--- config.mk ---
export PLATFORM = sky130hd
export DESIGN_NAME = sd_dat_err_mon
export DESIGN_NICKNAME = d
export VERILOG_FILES = /design/src/rtl/sd_dat_pkg.sv /design/src/rtl/sd_crc16.sv /design/src/rtl/sd_tmo_timer.sv /design/src/rtl/sd_err_flags.sv /design/src/rtl/sd_dat_err_mon.sv
export SDC_FILE = /design/constraint.sdc
export NUM_CORES = 1
export LEC_CHECK = 0
export ABC_AREA = 1
export ABC_CLOCK_PERIOD_IN_PS = 2400
export BUFFER_PORTS_ARGS = -buffer_cell sky130_fd_sc_hd__buf_2
export CELL_PAD_IN_SITES_DETAIL_PLACEMENT = 1
export CELL_PAD_IN_SITES_GLOBAL_PLACEMENT = 1
export CORE_MARGIN = 4
export CORE_UTILIZATION = 38
export DETAILED_ROUTE_END_ITERATION = 8
export PLACE_DENSITY_LB_ADDON = 0.1
export SYNTH_ARGS = -nofsm -noshare
export SYNTH_HDL_FRONTEND = slang
export SYNTH_HIERARCHICAL = 1
export SYNTH_SLANG_ARGS = --single-unit
--- constraint.sdc ---
create_clock -name clk_i -period 2.4 [get_ports clk_i]
set_input_delay 0.36 -clock clk_i [delete_from_list [all_inputs] [get_ports clk_i]]
set_output_delay 0.36 -clock clk_i [all_outputs]
set_load 0.01 [all_outputs]
--- src/rtl/sd_dat_pkg.sv ---
package sd_dat_pkg;
  typedef enum logic [3:0] {
    ST_IDLE, ST_RD_WAIT, ST_RD_DATA, ST_RD_CRC, ST_RD_END,
    ST_CS_WAIT, ST_CS_BITS, ST_CS_END, ST_BUSY
  } dat_st_e;

  localparam int unsigned FLG_TMO = 0;
  localparam int unsigned FLG_CRC = 1;
  localparam int unsigned FLG_END = 2;
  localparam int unsigned NUM_FLG = 3;

  localparam logic [2:0] CS_TOKEN_OK = 3'b010;
endpackage

--- src/rtl/sd_crc16.sv ---
module sd_crc16 #(
  parameter logic [15:0] POLY = 16'h1021
) (
  input  logic        clk_i,
  input  logic        rst_ni,
  input  logic        clr_i,
  input  logic        en_i,
  input  logic        bit_i,
  output logic [15:0] crc_o
);
  logic fb;
  assign fb = crc_o[15] ^ bit_i;

  // feeding the received CRC through the same register leaves zero on a match
  always_ff @(posedge clk_i or negedge rst_ni) begin
    if (!rst_ni)    crc_o <= '0;
    else if (clr_i) crc_o <= '0;
    else if (en_i)  crc_o <= {crc_o[14:0], 1'b0} ^ (fb ? POLY : 16'h0000);
  end

  AST_CRC_HOLD: assert property (@(posedge clk_i) disable iff (!rst_ni)
    (!en_i && !clr_i) |=> $stable(crc_o));
endmodule

--- src/rtl/sd_tmo_timer.sv ---
module sd_tmo_timer #(
  parameter int unsigned TMO_W = 16
) (
  input  logic             clk_i,
  input  logic             rst_ni,
  input  logic             load_i,
  input  logic [TMO_W-1:0] load_val_i,
  input  logic             tick_i,
  output logic             fire_o
);
  logic [TMO_W-1:0] cnt_q;

  assign fire_o = tick_i && (cnt_q <= TMO_W'(1));

  always_ff @(posedge clk_i or negedge rst_ni) begin
    if (!rst_ni)                       cnt_q <= '0;
    else if (load_i)                   cnt_q <= load_val_i;
    else if (tick_i && cnt_q != '0)    cnt_q <= cnt_q - TMO_W'(1);
  end

  AST_LOAD_NOT_TICK: assert property (@(posedge clk_i) disable iff (!rst_ni)
    !(load_i && tick_i));
  AST_TICK_DECR: assert property (@(posedge clk_i) disable iff (!rst_ni)
    (tick_i && !load_i && cnt_q > TMO_W'(1)) |=> (cnt_q == $past(cnt_q) - TMO_W'(1)));
endmodule

--- src/rtl/sd_err_flags.sv ---
module sd_err_flags #(
  parameter int unsigned N = 3
) (
  input  logic         clk_i,
  input  logic         rst_ni,
  input  logic [N-1:0] set_i,
  input  logic         clr_we_i,
  input  logic [N-1:0] clr_i,
  output logic [N-1:0] flg_o
);
  for (genvar g = 0; g < N; g++) begin : g_flg
    logic clr;
    assign clr = clr_we_i && clr_i[g];

    always_ff @(posedge clk_i or negedge rst_ni) begin
      if (!rst_ni)       flg_o[g] <= 1'b0;
      else if (set_i[g]) flg_o[g] <= 1'b1;
      else if (clr)      flg_o[g] <= 1'b0;
    end

    AST_FLG_STICKY: assert property (@(posedge clk_i) disable iff (!rst_ni)
      (flg_o[g] && !clr) |=> flg_o[g]);
    AST_FLG_CLEAR: assert property (@(posedge clk_i) disable iff (!rst_ni)
      (clr && !set_i[g]) |=> !flg_o[g]);
    AST_SET_WINS: assert property (@(posedge clk_i) disable iff (!rst_ni)
      set_i[g] |=> flg_o[g]);
  end
endmodule

--- src/rtl/sd_dat_err_mon.sv ---
module sd_dat_err_mon
  import sd_dat_pkg::*;
#(
  parameter int unsigned BLK_W = 12,
  parameter int unsigned TMO_W = 16
) (
  input  logic             clk_i,
  input  logic             rst_ni,
  input  logic             sd_en_i,
  input  logic             dat_i,
  input  logic             rd_exp_i,
  input  logic             cs_exp_i,
  input  logic             busy_exp_i,
  input  logic [BLK_W-1:0] blk_len_i,
  input  logic [TMO_W-1:0] tmo_cnt_i,
  input  logic             clr_we_i,
  input  logic [2:0]       clr_i,
  output logic             err_tmo_o,
  output logic             err_crc_o,
  output logic             err_end_o
);
  localparam int unsigned CNT_W = BLK_W + 3;

  dat_st_e          st_q;
  logic [CNT_W-1:0] bit_cnt_q;
  logic [2:0]       tok_q;
  logic [15:0]      crc;
  logic             wait_st, evt, tmr_tick, tmr_load, tmr_fire, strobe;
  logic             crc_en;
  logic [NUM_FLG-1:0] flg_set, flg;

  assign strobe   = rd_exp_i || cs_exp_i || busy_exp_i;
  assign wait_st  = (st_q == ST_RD_WAIT) || (st_q == ST_CS_WAIT) || (st_q == ST_BUSY);
  // start bit (0) ends a start wait; a 1 ends busy
  assign evt      = (st_q == ST_BUSY) ? dat_i : !dat_i;
  assign tmr_tick = sd_en_i && wait_st && !evt;
  assign tmr_load = ((st_q == ST_IDLE) && strobe) || ((st_q == ST_CS_END) && sd_en_i);
  assign crc_en   = sd_en_i && ((st_q == ST_RD_DATA) || (st_q == ST_RD_CRC));

  sd_crc16 u_crc (
    .clk_i  (clk_i),
    .rst_ni (rst_ni),
    .clr_i  (st_q == ST_IDLE),
    .en_i   (crc_en),
    .bit_i  (dat_i),
    .crc_o  (crc)
  );

  sd_tmo_timer #(.TMO_W(TMO_W)) u_tmr (
    .clk_i      (clk_i),
    .rst_ni     (rst_ni),
    .load_i     (tmr_load),
    .load_val_i (tmo_cnt_i),
    .tick_i     (tmr_tick),
    .fire_o     (tmr_fire)
  );

  always_comb begin
    flg_set          = '0;
    flg_set[FLG_TMO] = tmr_fire;
    flg_set[FLG_CRC] = sd_en_i && (((st_q == ST_RD_END) && (crc != 16'h0000)) ||
                                   ((st_q == ST_CS_END) && (tok_q != CS_TOKEN_OK)));
    flg_set[FLG_END] = sd_en_i && !dat_i && ((st_q == ST_RD_END) || (st_q == ST_CS_END));
  end

  sd_err_flags #(.N(NUM_FLG)) u_flags (
    .clk_i    (clk_i),
    .rst_ni   (rst_ni),
    .set_i    (flg_set),
    .clr_we_i (clr_we_i),
    .clr_i    (clr_i),
    .flg_o    (flg)
  );

  assign err_tmo_o = flg[FLG_TMO];
  assign err_crc_o = flg[FLG_CRC];
  assign err_end_o = flg[FLG_END];

  always_ff @(posedge clk_i or negedge rst_ni) begin
    if (!rst_ni) begin
      st_q      <= ST_IDLE;
      bit_cnt_q <= '0;
      tok_q     <= '0;
    end else begin
      unique case (st_q)
        ST_IDLE: begin
          if (rd_exp_i)        st_q <= ST_RD_WAIT;
          else if (cs_exp_i)   st_q <= ST_CS_WAIT;
          else if (busy_exp_i) st_q <= ST_BUSY;
        end
        ST_RD_WAIT: if (sd_en_i) begin
          if (!dat_i) begin
            st_q      <= ST_RD_DATA;
            bit_cnt_q <= {blk_len_i, 3'b000} - CNT_W'(1);
          end else if (tmr_fire) st_q <= ST_IDLE;
        end
        ST_RD_DATA: if (sd_en_i) begin
          if (bit_cnt_q == '0) begin
            st_q      <= ST_RD_CRC;
            bit_cnt_q <= CNT_W'(15);
          end else bit_cnt_q <= bit_cnt_q - CNT_W'(1);
        end
        ST_RD_CRC: if (sd_en_i) begin
          if (bit_cnt_q == '0) st_q <= ST_RD_END;
          else                 bit_cnt_q <= bit_cnt_q - CNT_W'(1);
        end
        ST_RD_END: if (sd_en_i) st_q <= ST_IDLE;
        ST_CS_WAIT: if (sd_en_i) begin
          if (!dat_i) begin
            st_q      <= ST_CS_BITS;
            bit_cnt_q <= CNT_W'(2);
          end else if (tmr_fire) st_q <= ST_IDLE;
        end
        ST_CS_BITS: if (sd_en_i) begin
          tok_q <= {tok_q[1:0], dat_i};
          if (bit_cnt_q == '0) st_q <= ST_CS_END;
          else                 bit_cnt_q <= bit_cnt_q - CNT_W'(1);
        end
        ST_CS_END: if (sd_en_i) st_q <= ST_BUSY;
        ST_BUSY: if (sd_en_i) begin
          if (dat_i || tmr_fire) st_q <= ST_IDLE;
        end
        default: st_q <= ST_IDLE;
      endcase
    end
  end

  AST_FIRE_IN_WAIT: assert property (@(posedge clk_i) disable iff (!rst_ni)
    tmr_fire |=> (st_q == ST_IDLE));
  AST_FREEZE: assert property (@(posedge clk_i) disable iff (!rst_ni)
    (!sd_en_i && st_q != ST_IDLE) |=> $stable(st_q));
  AST_RD_END_DONE: assert property (@(posedge clk_i) disable iff (!rst_ni)
    (st_q == ST_RD_END && sd_en_i) |=> (st_q == ST_IDLE));
  AST_CS_TO_BUSY: assert property (@(posedge clk_i) disable iff (!rst_ni)
    (st_q == ST_CS_END && sd_en_i) |=> (st_q == ST_BUSY));
  AST_ONE_STROBE_PATH: assert property (@(posedge clk_i) disable iff (!rst_ni)
    (st_q == ST_IDLE && rd_exp_i) |=> (st_q == ST_RD_WAIT));
endmodule

; Yosys cells after proc, flatten, opt, wreduce, memory -nomap -nowiden
; Index checks and enable logic that the tools add are counted.
[word_totals]
register_bits = 57
wordCells = 120
input_bits = 39
out_inout_bits = 3
[op_classes]
n_addsub = 3
mux = 40
bitwise = 2
n_reduce_logical = 40
n_lt_le_gt_ge = 1
n_eq_ne = 26
[ops]
columns = operator, count
row1 = 2-to-1 mux 15 bit, 8
row2 = 2-to-1 mux 4 bit, 18
row3 = 2-to-1 mux 16 bit, 4
row4 = case mux 15 bit (4 select lines), 1
row5 = case mux 4 bit (9 select lines), 1
row6 = nonzero test 16 bit, 2
row7 = "subtractor 15 x 1 -> 15 bit, second input constant", 2
row8 = "inequality test 2 bit, second input constant", 12
row9 = "equality test 4 x 3 -> 1 bit, second input constant", 4
row10 = "less-or-equal comparator 16 x 1 -> 1 bit, second input constant", 1
row11 = "subtractor 16 x 1 -> 16 bit, second input constant", 1
row12 = XOR 16 bit, 1
row13 = logical AND 1 bit, 15
row14 = zero test 15 bit, 1
row15 = 2-to-1 mux 13 bit, 1
row16 = AND reduction 13 bit, 1
row17 = nonzero test 2 bit, 5
row18 = logical OR 1 bit, 9
row19 = "equality test 4 x 2 -> 1 bit, second input constant", 2
row20 = "inequality test 2 x 1 -> 1 bit, second input constant", 4
row21 = AND reduction 8 bit, 1
row22 = 2-to-1 mux 1 bit, 7
row23 = "equality test 4 x 1 -> 1 bit, second input constant", 1
row24 = "equality test 4 bit, second input constant", 1
row25 = other kinds (8), 9

; Longest topological paths before layout
[logic_depth]
ltp_word = 10
depth_mapped = 14
depth_no_buf = 13

; By module
; The synthesis kept the hierarchy.
[modules_own_cells]
columns = mod, seq_area_each_um2, area_per_inst_um2, cells_each, instances
row1 = sd_dat_err_mon, 550.5, 2049.5, 355, 1
row2 = sd_tmo_timer, 400.4, 1271.2, 190, 1
row3 = sd_crc16, 400.4, 719.4, 69, 1
row4 = sd_err_flags, 75.1, 120.1, 15, 1

; Worst setup path before layout
; No wires, ideal clock.
[synth_timing]
kind = register to register
start = register st_q[1]
end = register st_q[0]
required_time_ps = 2335
synth_period_minus_slack_ps = 2445
path_buffers = 0
slack_ps = -45
t_arrival_ps = 2380
path_stages_with_launch = 14
setup_ps = 65
cell_sequence = dfrtp_1 > nor2_1 > nand3_1 > inv_1 > nand2_1 > a21oi_1 > o21ai_0 > nor4_1 > inv_1 > nand3_1 > nand3_1 > nor2_1 > nand2_1 > nand2_1
[synth_between]
elab_chain_cells = 10
word_cells_on_any_way = 37
classes_between = eq/ne (21) / mux (7) / reduce/logical (9)
[synth_rtl]
columns = element, line
row1 = from (decl), sd_dat_err_mon.sv:24  ; dat_st_e st_q;
row2 = from (signal assigned), sd_dat_err_mon.sv:81  ; st_q <= ST_IDLE;
row3 = from (signal assigned), sd_dat_err_mon.sv:87  ; if (rd_exp_i) st_q <= ST_RD_WAIT;
row4 = from (signal assigned), sd_dat_err_mon.sv:88  ; else if (cs_exp_i) st_q <= ST_CS_WAIT;
row5 = equality test 4 x 1 -> 1 bit or equality test 4 x 3 -> 1 bit (tied branches), sd_dat_err_mon.sv:33  ; assign wait_st = (st_q == ST_RD_WAIT) || (st_q == ST_CS_WAIT) || (st_q == ST_BUSY);
row6 = logical OR 1 bit (2 in series), sd_dat_err_mon.sv:33
row7 = logical AND 1 bit, sd_dat_err_mon.sv:36  ; assign tmr_tick = sd_en_i && wait_st && !evt;
row8 = logical AND 1 bit *, sd_dat_err_mon.sv:36
row9 = named net tmr_tick, sd_dat_err_mon.sv:28  ; logic wait_st, evt, tmr_tick, tmr_load, tmr_fire, strobe;
row10 = logical AND 1 bit *, sd_tmo_timer.sv:13  ; assign fire_o = tick_i && (cnt_q <= TMO_W'(1));
row11 = named net flg_set[0], sd_dat_err_mon.sv:30  ; logic [NUM_FLG-1:0] flg_set, flg;
row12 = 2-to-1 mux 4 bit, n/a
row13 = "2-to-1 mux 4 bit, on equally long branches (2 in series)", n/a
row14 = case mux 4 bit (9 select lines), sd_dat_err_mon.sv:85  ; unique case (st_q)
; Mark *: on every way through the listed nets, which the timed path passes. The rest lies on a longest branch. The select of a mux whose other input is x is not followed.
; A chain may end at the register's enable or synchronous reset.

; Worst setup path after layout
[layout_timing]
start = register st_q[1]
end = register st_q[2]
; Same word-level chain as after synthesis.

==> impl_results.md <==
* Min Tclk post-route at around 2.3 ns
* Critical Path AT at 2.55 ns
* Beginning of the critical path: st_q[1]
* Final setup viols at 0
* Vias at 4149
* Nets at 729
* Synth Flop Type: dfrtp_1
* Max-Cap Viols at 0
* Leak at about 2.5 nW
* Drt pass-1 iters at 4
* Post-place instance area at about 0.0046 sq mm
* Placer Congestion at a little under 0.9
* Critical Path Start Type: flip-flop
* Async set-or-reset flop fraction in the synthesized netlist at 100%
* Worst skew pair latency at about 0.35 ns
* Post-DP HPWL at ~9100 um
* Gr ovfl total at 0
* Critical Path End Type: flip-flop
* Synthesized area at 0.00416 sq mm
* Syn avg cell area at ~6.6 sq um
* Antenna viol nets, final at 0
* Initial antenna violation count at 0
* Vias in the first global route at 4372
* Seq/Total Area, Yosys at between 30% and 40%
* # DRC at 0
* CTS tree: done
* Syn nets at ~670
* Placed cells at roughly 810
* Routed WL per cell at 14.7 um
* WL final at 12200 um
* Vias per cell at 5.02
* Inserted Diodes at 0
* Global-route wire length before repair at approximately 20000 um
* Req. time, crit path at 2.63 ns
* Reg2reg start: st_q[1]
* Share of layout cells above drive strength 1 at between 15 and 20%
* Rows at 37
* Initial DRC Count at between 150 and 200
* Initial Util at 39.6%
* Fmax at between 400 and 500 MHz
* Max-slew violations at 0
* Number of clock buffers inserted by TritonCTS at 9
* Worst vdd ir at between 0.4 and 0.5 mV
* WS Path Type: flip-flop to flip-flop
* Slew HR at between 60 and 70%
* CORE AREA at 0.0105 sq mm
* Ys Warns at 6
* Design area at around 0.0048 sq mm
* Fin crit share at 96.6%
* Root buf cell: clkbuf_8
* Post-Syn Instances at ~630
* I/O pin cnt at 42
* CTS Hold Buffers Added at 0
* Synth cell types at 38
* Fin. Hold Viols at 0
* Die span in y at 113 um
* Clock Skew at ~0.013 ns
* Number of synthesized flops with an enable pin at 0
* Power per standard cell area at 1240 mW/mm^2
* Final std cells w/o fill at roughly 830
* Status: completed
* Die area at 0.0127 sq mm
* Clk slew on worst S/H paths at roughly 0.08 ns
* PortBufs at slightly above 40
* Total track usage at 19.6%
* Worst hold path class: input port to async pin
* Worst-path fanout max at 4
* Layout area overhead at 15.8%
* Yosys reg bits at 57
* Die X at about 110 um
* Total clock sinks at 57
* Pin count of the biggest net entering global routing at 58
* Bufs on Longest Clock Path at 2
* H-tree depth at 3
* Tightest Pin Transition at 0.535 ns
## area by class of cell
type | instances | area (sq um)
clock buffer | 10 | 128
clock inverter | 6 | 68.8
inverter | 74 | 278
timing repair buffer | 54 | 315
tap | 136 | 170
multi-input combinational | 489 | 2430
fill | 1427 | 5690
sequential | 57 | 1430
## state kept, by name (all words and copies together), names as in the netlist
| name | cells |
|---|---|
| u_crc/crc_o | 16 |
| u_tmr/cnt_q | 16 |
| bit_cnt_q | 15 |
| st_q | 4 |
| tok_q | 3 |
| u_flags/flg_o | 3 |
## what timing repair did
action | in CTS | in global routing
buffers inserted | 0 | 2
endpoints found under the setup margin | 4 | 4
hold endpoints to repair | 0 | 0
gates resized for setup | 1 | 14
pin swaps | 1 | 3
## per-layer routing
| layer | track usage [%] | up-vias | part of all wire (%) |
|---|---|---|---|
| met5 | 0 | - | 0 |
| met1 | 24.7 | 1995 | 46 |
| li1 | - | 2084 | - |
| met4 | 5.29 | 0 | 2.2 |
| met2 | 34.2 | 51 | 49 |
| met3 | 3.56 | 19 | 2.6 |
## power breakdown
group	leakage, nW	internal (mW)	switching [mW]
Combinational	1.66	1.14	2.22
Clock	0.0964	0.483	0.440
Sequential	0.736	1.31	0.378
## layout by cell type (no fill, tap or decap), types with 6 or more instances in the layout
| master | Yosys | layout |
|---|---|---|
| nand2_1 | 252 | 251 |
| nor2_1 | 74 | 72 |
| inv_1 | 69 | 69 |
| dfrtp_1 | 57 | 56 |
| nand3_1 | 53 | 51 |
| buf_2 | 1 | 41 |
| o21ai_0 | 18 | 14 |
| buf_4 | 1 | 12 |
| xor2_1 | 10 | 10 |
| o22ai_2 | 10 | 10 |
| clkbuf_8 | 0 | 9 |
| nor2_2 | 7 | 8 |
| nand3b_1 | 7 | 7 |
| nand4_1 | 6 | 6 |
| nand3_2 | 5 | 6 |
## path summary, 6_finish.rpt
kind,endpoint,slack (ns),cells after the start
worst max-delay path,st_q[2],0.08,12
worst min-delay path,bit_cnt_q[10],0.0007,2
worst max register to register,st_q[2],0.08,12
worst min register to register,u_flags/flg_o[0],0.48,2
max in group asynchronous,st_q[1],2.10,2
min in group clk_i,u_tmr/cnt_q[10],0.23,3
## worst max-delay path: stages, from the launching register on
cell and delay [ns]:
dfrtp_2 0.46, nor2_2 0.15, nand3_1 0.12, inv_1 0.11, nand2_1 0.07, a21oi_2 0.15, o21ai_0 0.12, nor4_2 0.34
inv_1 0.14, o211ai_1 0.26, nand3_1 0.16, nand2_1 0.10, nand2_1 0.05
## cells in the mapped netlist, types with 5 or more instances
cell type	number	area share [%]
inv_1	69	6.2
ha_1	5	1.5
o21ai_0	18	2.2
or2_2	5	0.75
buf_6	5	1.4
nand4_1	6	0.90
nand3_2	5	1.2
o22ai_2	10	3.0
nor2_2	7	1.1
nor2_1	74	6.7
nor3_1	5	0.60
nand2_1	252	23
nand3b_1	7	1.3
xor2_1	10	2.1
nand3_1	53	6.4
dfrtp_1	57	34
## cells by family (layout without fill, tap and decap cells)
logic type	count (synthesis)	count (layout)	synth area share, %
AOI/OAI and AO/OA	44	44	8.45
xor gates and xnor gates	14	14	2.95
adders and majority gates	5	5	1.50
buffers and inverters	83	144	8.51
DFF	57	57	34.3
and+or+nand+nor	426	426	44.3
## stage by stage
stage	utilization (%)	power, mW	hold WS, ns	setup TNS, ns	setup WS, ns
final	45.9	5.98	0.000716	0	0.0810
after detailed placement	43.4	4.96	0.397	-0.389	-0.100
after floorplan	-	4.13	0.0644	0	0.101
after global placement	43.4	4.85	0.395	0	0.185
after CTS	45.3	5.95	0.0114	0	0.0744
after global routing	45.9	6.59	0.0311	-0.148	-0.0972
(Power assumes the default switching activity.)
